`src/rtl/acc_alu_pkg.sv`:
```
package acc_alu_pkg;

   typedef enum logic [4:0] {
      OP_NONE, OP_ADD, OP_ADC, OP_SUB, OP_SBB, OP_AND, OP_XOR, OP_OR, OP_CMP,
      OP_RLC, OP_RRC, OP_RAL, OP_RAR, OP_CMA, OP_CMC, OP_STC,
      OP_INC, OP_DEC, OP_DADL, OP_DADH
   } alu_op_e;

   typedef struct packed {
      logic s;
      logic z;
      logic ac;
      logic p;
      logic cy;
   } alu_flags_t;

   localparam int FLAG_W = 5;

endpackage

```
`src/rtl/acc_alu_decode.sv`:
```
module acc_alu_decode
   import acc_alu_pkg::*;
(
   input  logic [7:0] opcode,
   input  logic       hi_pass,
   output alu_op_e    op
);

   function automatic alu_op_e two_operand(input logic [2:0] sel);
      case (sel)
         3'd0:    return OP_ADD;
         3'd1:    return OP_ADC;
         3'd2:    return OP_SUB;
         3'd3:    return OP_SBB;
         3'd4:    return OP_AND;
         3'd5:    return OP_XOR;
         3'd6:    return OP_OR;
         default: return OP_CMP;
      endcase
   endfunction

   always_comb begin
      op = OP_NONE;
      if (opcode[7:6] == 2'b10 ||
          (opcode[7:6] == 2'b11 && opcode[2:0] == 3'b110)) begin
         op = two_operand(opcode[5:3]);
      end else if (opcode[7:6] == 2'b00) begin
         case (opcode[2:0])
            3'b111: begin
               case (opcode[5:3])
                  3'd0:    op = OP_RLC;
                  3'd1:    op = OP_RRC;
                  3'd2:    op = OP_RAL;
                  3'd3:    op = OP_RAR;
                  3'd5:    op = OP_CMA;
                  3'd6:    op = OP_STC;
                  3'd7:    op = OP_CMC;
                  default: op = OP_NONE;
               endcase
            end
            3'b100: op = OP_INC;
            3'b101: op = OP_DEC;
            3'b001: if (opcode[3]) op = hi_pass ? OP_DADH : OP_DADL;
            default: op = OP_NONE;
         endcase
      end
   end

endmodule

```
`src/rtl/acc_alu_core.sv`:
```
module acc_alu_core
   import acc_alu_pkg::*;
#(
   parameter int W           = 8,
   parameter bit PARITY_EVEN = 1'b1
) (
   input  alu_op_e      op,
   input  logic [W-1:0] a,
   input  logic [W-1:0] b,
   input  alu_flags_t   fin,
   output logic [W-1:0] res,
   output alu_flags_t   fout,
   output logic         we
);

   localparam int HALF = W / 2;

   logic [W:0]      wide;
   logic [HALF:0]   nib;
   logic            cbit;
   logic            upd_szp;
   logic            pbit;
   alu_flags_t      fpre;
   logic [W-1:0]    one;

   assign one = {{(W-1){1'b0}}, 1'b1};

   always_comb begin
      fpre    = fin;
      res     = a;
      we      = 1'b0;
      upd_szp = 1'b0;
      wide    = '0;
      nib     = '0;
      cbit    = 1'b0;
      case (op)
         OP_ADD, OP_ADC, OP_DADL, OP_DADH: begin
            cbit = (op == OP_ADC || op == OP_DADH) ? fin.cy : 1'b0;
            wide = {1'b0, a} + {1'b0, b} + {{W{1'b0}}, cbit};
            nib  = {1'b0, a[HALF-1:0]} + {1'b0, b[HALF-1:0]} + {{HALF{1'b0}}, cbit};
            res  = wide[W-1:0];
            fpre.cy = wide[W];
            we   = 1'b1;
            if (op == OP_ADD || op == OP_ADC) begin
               fpre.ac = nib[HALF];
               upd_szp = 1'b1;
            end
         end
         OP_SUB, OP_SBB, OP_CMP: begin
            cbit = (op == OP_SBB) ? fin.cy : 1'b0;
            wide = {1'b0, a} - {1'b0, b} - {{W{1'b0}}, cbit};
            nib  = {1'b0, a[HALF-1:0]} - {1'b0, b[HALF-1:0]} - {{HALF{1'b0}}, cbit};
            res  = wide[W-1:0];
            fpre.cy = wide[W];
            fpre.ac = nib[HALF];
            upd_szp = 1'b1;
            we   = (op != OP_CMP);
         end
         OP_AND, OP_XOR, OP_OR: begin
            res = (op == OP_AND) ? (a & b) : (op == OP_XOR) ? (a ^ b) : (a | b);
            fpre.cy = 1'b0;
            fpre.ac = 1'b0;
            upd_szp = 1'b1;
            we = 1'b1;
         end
         OP_RLC: begin res = {a[W-2:0], a[W-1]}; fpre.cy = a[W-1]; we = 1'b1; end
         OP_RRC: begin res = {a[0], a[W-1:1]};   fpre.cy = a[0];   we = 1'b1; end
         OP_RAL: begin res = {a[W-2:0], fin.cy}; fpre.cy = a[W-1]; we = 1'b1; end
         OP_RAR: begin res = {fin.cy, a[W-1:1]}; fpre.cy = a[0];   we = 1'b1; end
         OP_CMA: begin res = ~a; we = 1'b1; end
         OP_STC: fpre.cy = 1'b1;
         OP_CMC: fpre.cy = ~fin.cy;
         OP_INC: begin
            res = b + one;
            fpre.ac = &b[HALF-1:0];
            upd_szp = 1'b1;
            we = 1'b1;
         end
         OP_DEC: begin
            res = b - one;
            fpre.ac = ~|b[HALF-1:0];
            upd_szp = 1'b1;
            we = 1'b1;
         end
         default: ;
      endcase
   end

   generate
      if (PARITY_EVEN) begin : g_par_even
         assign pbit = ~^res;
      end else begin : g_par_odd
         assign pbit = ^res;
      end
   endgenerate

   always_comb begin
      fout = fpre;
      if (upd_szp) begin
         fout.s = res[W-1];
         fout.z = (res == '0);
         fout.p = pbit;
      end
   end

endmodule

```
`src/rtl/acc_alu.sv`:
```
module acc_alu
   import acc_alu_pkg::*;
#(
   parameter int DATA_W      = 8,
   parameter bit PARITY_EVEN = 1'b1
) (
   input  logic              clk,
   input  logic              rst_n,
   input  logic              ld_act,
   input  logic [DATA_W-1:0] act_in,
   input  logic              ld_tmp,
   input  logic [DATA_W-1:0] tmp_in,
   input  logic              exec,
   input  logic [7:0]        opcode,
   input  logic              hi_pass,
   output logic [DATA_W-1:0] result,
   output logic [FLAG_W-1:0] flags,
   output logic              wb_en
);

   generate
      if (DATA_W < 4 || (DATA_W % 2) != 0) begin : g_bad_width
         $error("acc_alu: DATA_W must be even and at least 4");
      end
   endgenerate

   logic [DATA_W-1:0] act_q, tmp_q, result_q, core_res;
   alu_flags_t        flags_q, core_f;
   logic              wb_q, core_we;
   alu_op_e           op;

   acc_alu_decode u_dec (
      .opcode  (opcode),
      .hi_pass (hi_pass),
      .op      (op)
   );

   acc_alu_core #(.W(DATA_W), .PARITY_EVEN(PARITY_EVEN)) u_core (
      .op   (op),
      .a    (act_q),
      .b    (tmp_q),
      .fin  (flags_q),
      .res  (core_res),
      .fout (core_f),
      .we   (core_we)
   );

   always_ff @(posedge clk) begin
      if (!rst_n) begin
         act_q    <= '0;
         tmp_q    <= '0;
         result_q <= '0;
         flags_q  <= '0;
         wb_q     <= 1'b0;
      end else begin
         if (ld_act) act_q <= act_in;
         if (ld_tmp) tmp_q <= tmp_in;
         wb_q <= 1'b0;
         if (exec && op != OP_NONE) begin
            result_q <= core_res;
            flags_q  <= core_f;
            wb_q     <= core_we;
         end
      end
   end

   assign result = result_q;
   assign flags  = flags_q;
   assign wb_en  = wb_q;

   a_r3_cmp_no_wb: assert property (@(posedge clk) disable iff (!rst_n)
      (exec && op == OP_CMP) |=> !wb_en);

   a_r4_logic_clears_cy_ac: assert property (@(posedge clk) disable iff (!rst_n)
      (exec && (op == OP_AND || op == OP_XOR || op == OP_OR)) |=> (!flags[0] && !flags[2]));

   a_r8_cma_keeps_flags: assert property (@(posedge clk) disable iff (!rst_n)
      (exec && op == OP_CMA) |=> $stable(flags));

   a_r9_incdec_keep_cy: assert property (@(posedge clk) disable iff (!rst_n)
      (exec && (op == OP_INC || op == OP_DEC)) |=> (flags[0] == $past(flags[0])));

   a_r10_dad_only_cy: assert property (@(posedge clk) disable iff (!rst_n)
      (exec && (op == OP_DADL || op == OP_DADH)) |=> (flags[4:1] == $past(flags[4:1]) && wb_en));

   a_r11_wb_needs_exec: assert property (@(posedge clk) disable iff (!rst_n)
      !exec |=> !wb_en);

   a_r12_unknown_inert: assert property (@(posedge clk) disable iff (!rst_n)
      (exec && op == OP_NONE) |=> ($stable(flags) && $stable(result) && !wb_en));

endmodule

```
`config.mk`:
```
export PLATFORM = sky130hd
export DESIGN_NAME = acc_alu
export DESIGN_NICKNAME = d
export VERILOG_FILES = /design/src/rtl/acc_alu_pkg.sv /design/src/rtl/acc_alu_decode.sv /design/src/rtl/acc_alu_core.sv /design/src/rtl/acc_alu.sv
export SDC_FILE = /design/constraint.sdc
export NUM_CORES = 1
export LEC_CHECK = 0
export ABC_AREA = 0
export CAP_MARGIN = 20
export CORE_ASPECT_RATIO = 0.5
export CORE_MARGIN = 8
export CORE_UTILIZATION = 62
export DETAILED_ROUTE_END_ITERATION = 8
export HOLD_SLACK_MARGIN = 0.06
export PLACE_DENSITY = 0.84
export SYNTH_ARGS = -nofsm -noshare
export SYNTH_HDL_FRONTEND = slang
export SYNTH_SLANG_ARGS = --single-unit
export TNS_END_PERCENT = 1
```
`constraint.sdc`:
```
create_clock -name clk -period 9 [get_ports clk]
set_input_delay 0.9 -clock clk [delete_from_list [all_inputs] [get_ports clk]]
set_output_delay 0.9 -clock clk [all_outputs]
set_load 0.01 [all_outputs]
```
* Yosys cells after proc, flatten, opt, wreduce, memory -nomap -nowiden
Cells that the tools add are included.
** Word-level totals
- Output and inout port bits :: 14
- Register bits :: 30
- Word-level logic and storage cells :: 103
- Input port bits :: 30
** Cells by class
- Muxes and demuxes :: 18
- Add/subtract/negate cells :: 10
- Bitwise gates (word level) :: 5
- Eq/ne operators :: 35
- Reductions and logical operators :: 26
** Operators by type and width (count)
- $pmux W8 S10 :: 1
- $pmux W4 S7 :: 2
- $eq A5 B4 Y1 const B :: 8
- $eq A3 B3 Y1 const B :: 8
- $eq A5 B3 Y1 const B :: 4
- $eq A5 B5 Y1 const B :: 4
- $pmux W5 S4 :: 1
- $mux W8 :: 2
- $mux W5 :: 3
- $reduce_or A14 Y1 :: 1
- $eq A5 B2 Y1 const B :: 2
- $reduce_bool A5 Y1 :: 2
- $add A8 B8 Y9 :: 1
- $add A9 B1 Y9 :: 1
- $sub A8 B8 Y9 :: 1
- $sub A9 B1 Y9 :: 1
- $add A8 B1 Y8 const B :: 1
- $and A8 B8 Y8 :: 1
- $logic_not A8 Y1 :: 1
- $not A8 Y8 :: 1
- $or A8 B8 Y8 :: 1
- $reduce_or A4 Y1 :: 2
- $reduce_or A8 Y1 :: 1
- $reduce_xnor A8 Y1 :: 1
- 28 further kinds :: 43

* Depth between registers and ports, before layout
- Depth after elaboration :: 11
- Mapped depth :: 26
- Mapped depth without buffers :: 24

* Hierarchy
Synthesis repeated with hierarchy kept, for this count alone.
** Second synthesis, totals
- Cell total of the unflattened synthesis :: 524
- Area total of the unflattened synthesis :: 4181.5 um^2
** By module, submodules not included
- acc_alu_core :: cells an instance 336, seq. area each 0.0 um^2, area each 2354.8 um^2, times used 1
- acc_alu :: cells an instance 149, seq. area each 600.6 um^2, area each 1555.2 um^2, times used 1
- acc_alu_decode :: cells an instance 39, seq. area each 0.0 um^2, area each 271.5 um^2, times used 1

* Worst setup path after synthesis
No wires, ideal clock.
- Kind :: input port to flip-flop
- From :: in opcode[4]
- To :: reg flags_q (netlist bit flags[1])
- Data arrival time :: 5.739 ns
- Setup time :: 0.116 ns
- Setup slack :: 3.145 ns
- Stages :: 26
- Path through :: inv_1 -> ha_1 -> nor3_1 -> o21ai_0 -> a22o_1 -> buf_2 -> a21oi_1 -> buf_2 -> nand3_1 -> fa_1 -> inv_1 -> ha_1 -> or2_2 -> fa_1 -> or2_2 -> a21oi_1 -> o21bai_1 -> a21o_1 -> xnor2_1 -> a21oi_1 -> nor4_2 -> ha_1 -> xnor2_1 -> xnor2_1 -> mux2i_1 -> nor2b_1
** Between the ends
- Word-level cells in the longest chain between the ends :: 11
- Elaborated cells on any way between the ends :: 49
- Classes of those cells :: add/sub: 2; eq/ne: 24; mux: 12; reduce/logical: 11
** RTL lines
- start, declared :: RTL line acc_alu.sv:14 : input logic [7:0] opcode,
- $eq A3 B3 Y1, or another cell as far along :: RTL line acc_alu_decode.sv:30 : case (opcode[5:3])
- $pmux W4 S7 :: RTL line acc_alu_decode.sv:30
- $pmux W5 S4 :: RTL line acc_alu_decode.sv:28 : case (opcode[2:0])
- $mux W5 :: RTL line acc_alu_decode.sv:27 : end else if (opcode[7:6] == 2'b00) begin
- $mux W5 * :: RTL line acc_alu_decode.sv:24 : if (opcode[7:6] == 2'b10 ||
- $eq A5 B2 Y1 / $eq A5 B5 Y1 (equally long branches) :: RTL line acc_alu_core.sv:36, acc_alu_core.sv:38, acc_alu_core.sv:44
- $logic_or A1 B1 Y1 :: RTL line acc_alu_core.sv:38 : cbit = (op == OP_ADC || op == OP_DADH) ? fin.cy : 1'b0;
- $mux W1 :: RTL line acc_alu_core.sv:38
- $add A9 B1 Y9 :: RTL line acc_alu_core.sv:39 : wide = {1'b0, a} + {1'b0, b} + {{W{1'b0}}, cbit};
- $pmux W8 S10 :: RTL line acc_alu_core.sv:36 : case (op)
- $reduce_xnor A8 Y1 :: RTL line acc_alu_core.sv:91 : assign pbit = ~^res;
- end signal, assigned :: RTL line acc_alu.sv:61 : flags_q <= core_f;
- end, declared :: RTL line acc_alu.sv:28 : alu_flags_t flags_q, core_f;
Mark *: on every way between the ends. The rest lies on a longest branch, timed or not.
A chain may end at the register's enable or synchronous reset.

* Worst setup path in the final report
- From :: in opcode[3]
- To :: reg flags_q (netlist bit flags[1])
Same word-level chain as after synthesis.

==> results.json <==
{
  "status": "finished, final reports clean",
  "ctsResizeCount": 0,
  "intPower_w": 0.0003646,
  "via_per_inst": 6.738,
  "cts_sinks": 30,
  "start_util": 0.6297,
  "worstPathRequired_ps": 9220,
  "setup_viol": 0,
  "p_seq_frac": 0.277,
  "drt_iter0_drc": 455,
  "hp-class": "reg2reg",
  "cp_data_arrival_time_ps": 7090,
  "path_class": "in2reg",
  "drv_slew": 0,
  "pre_cts_ws_ps": 1933,
  "yosys_register_bits": 30,
  "hold_viol": 0,
  "io_pins": 44,
  "cts_made_buffers": 5,
  "ff2ff_setup_slack_ps": 4370,
  "async_reset_ff_frac": 0,
  "wl_per_cell_um": 20.19,
  "leakage_nw": 1.742,
  "grt_pass1_vias": 3548,
  "cts.reportedPaths.clkPinSlew_ps": 60,
  "firstDrtPassIters": 7,
  "fin_skew_ps": 3.742,
  "powerDensity_mw_per_mm2": 134.1,
  "final_nets": 566,
  "vias": 3800,
  "cts_max_level": 2,
  "period_minus_slack_ps": 6866,
  "critPathMaxFanout": 20,
  "coreArea_mm2": 0.005981,
  "syn-num-nets": 534,
  "drc_errors": 0,
  "gp_congestion": 0.9584,
  "antenna_found_initial": 0,
  "synth_edf_count": 0,
  "synthTopCellsByArea": "dfxtp_1 16%, ha_1 15%, mux2i_1 5.6%, a21oi_1 4.0%, xnor2_1 3.5%",
  "switching_share": 0.3736,
  "yosys.area.top_type_share": 0.1595,
  "drive_above_1_share": 0.08214,
  "postCtsSetupBuffers": 0,
  "max_freq_mhz": 145.6,
  "place_hpwl_um": 8471,
  "tightest_slew_ps": 1003,
  "total_power_w": 0.0005820,
  "post-route-cell-area_mm2": 0.004340,
  "dieWidth_um": 126.2,
  "ant_nets": 0,
  "grt_overflow": 0,
  "portBuffers": 43,
  "hold_depth": 2,
  "start_kind": "primary input",
  "crit_path_end_kind": "flop",
  "rsz0062_at_grt": "no",
  "num_rows": 20,
  "ys_seq_area_frac": 0.1595,
  "synthDistinctLibCells": 75,
  "setup_slack_ps": 2134,
  "synth_ff_type": "dfxtp_1",
  "dpl_cell_area_mm2": 0.004189,
  "diodes": 0,
  "synthesis.area_mm2": 0.003766,
  "avgSynthCellArea_um2": 8.295,
  "clk_path_buf_depth": 2,
  "fin_crit_sh": 0.7629,
  "ir_drop_mv": 0.08771,
  "die_area_mm2": 0.008976,
  "cts_tree": "done",
  "r2r_cells": 18,
  "clock_latency_ps": 290,
  "cts_root_buffer": "clkbuf_16",
  "routed_wl_um": 11390,
  "synth_area_leader_cell": "dfxtp_1",
  "clkPwrFrac": 0.303,
  "maxCapViolations": 0,
  "comb_power_share": 0.421,
  "grt_pass1_wl_um": 18260,
  "hold_buffers": 0,
  "tns_ps": 0,
  "yosysWarnings": 0,
  "p_sw_w": 0.0002174,
  "dieHeight_um": 71.11,
  "grt_max_degree": 34,
  "synthCells": 454,
  "grt_usage": 0.2491,
  "slew-limit-headroom": 0.3289,
  "area_delta_synth_final_pct": 15.25
}
## area by class of cell
cell class	count	area, um^2
tap	77	96.34
clock inverter	2	12.51
clock buffer	6	138.9
timing repair buffer	47	460.4
fill	489	1640
multi-input combinational	368	2904
inverter	34	127.6
sequential	30	600.6
## sequential cells by signal, summed over array words and instances, names as in the netlist
name	count
act_q	8
tmp_q	8
wb_en	1
flags	5
result	8
## worst paths after layout
kind                                 from         to
worst max register to register   tmp_q[0]   flags[1]
worst min register to register  result[0]  result[0]
worst max-delay path            opcode[3]   flags[1]
worst min-delay path            result[0]  result[0]
## through the flow
stage	hold WS, ps	instances	utilization
after floorplan	482.4	454	-
after global placement	458.1	556	0.7004
after detailed placement	458.2	556	0.7004
after CTS	465.7	564	0.7257
after global routing	499.0	564	0.7257
final	458.0	564	0.7257
## power groups by stage
stage	Clock, W	Sequential (W)	Combinational [W]
5_1_grt	0.000181	0.000162	0.000265
4_1_cts	0.000173	0.000160	0.000239
2_1_floorplan	0	0.000161	0.000167
6_report	0.000176	0.000161	0.000245
3_3_place_gp	0	0.000163	0.000231
3_5_place_dp	0	0.000163	0.000236
## per-layer routing
layer | wire length (um) | part of all wire | GRT usage
met1 | 4955 | 0.44 | 0.3301
met2 | 4695 | 0.41 | 0.3838
met3 | 1519 | 0.13 | 0.08471
met4 | 216 | 0.019 | 0.04888
met5 | 0 | 0 | 0
## layout by cell type, fill, tap and decap left out, types with 5 or more instances in the layout
cell,instances
a21oi_2,5
nor2_1,17
o21a_1,5
and3_1,6
a31oi_1,6
nand2_1,22
xor2_1,7
fa_1,5
ha_1,45
a21o_1,8
nor3_1,8
a22o_1,7
clkdlybuf4s50_1,43
clkbuf_16,5
nor2b_1,20
inv_1,34
dfxtp_1,30
xnor2_1,15
a21oi_1,30
o21ai_0,21
o211ai_1,6
nand3_1,12
a211oi_1,15
mux2i_1,21
## cells in the mapped netlist (4+ instances only)
library cell / instances
a211oi_1: 15
a21o_1: 8
a21oi_1: 30
a21oi_2: 5
a221o_1: 4
a22o_1: 7
a22oi_1: 4
a31oi_1: 6
and3_1: 6
buf_2: 4
buf_4: 4
buf_6: 4
clkbuf_1: 9
dfxtp_1: 30
fa_1: 5
ha_1: 45
inv_1: 34
mux2i_1: 21
nand2_1: 22
nand3_1: 12
nand4_1: 4
nor2_1: 17
nor2b_1: 20
nor3_1: 8
o2111ai_1: 4
o211ai_1: 6
o21a_1: 5
o21ai_0: 21
o21ai_1: 4
o21bai_1: 4
or2_2: 4
xnor2_1: 15
xor2_1: 7
## cell families after synthesis
kind of cell / share of synthesized area
xor+xnor: 0.05116
mux: 0.05980
simple gates: 0.1801
compound gates: 0.3040
fa+ha+maj: 0.1761
buf+inv: 0.06943
flops: 0.1595
## critical path, stage by stage
cell and delay (ps):
clkdlybuf4s50_1 600, inv_1 110, ha_1 250, mux2_4 280
o211a_1 230, a221o_1 670, nor2_4 230, nand3_1 110
fa_1 540, inv_1 50, ha_1 160, or2_2 300
fa_1 400, or2_2 320, a21oi_1 320, o21bai_1 110
a21o_1 220, xnor2_1 130, a21oi_1 60, nor4_2 280
ha_1 290, xnor2_1 200, xnor2_1 130, mux2i_1 90
nor2b_1 120
(Power assumes the default switching activity.)
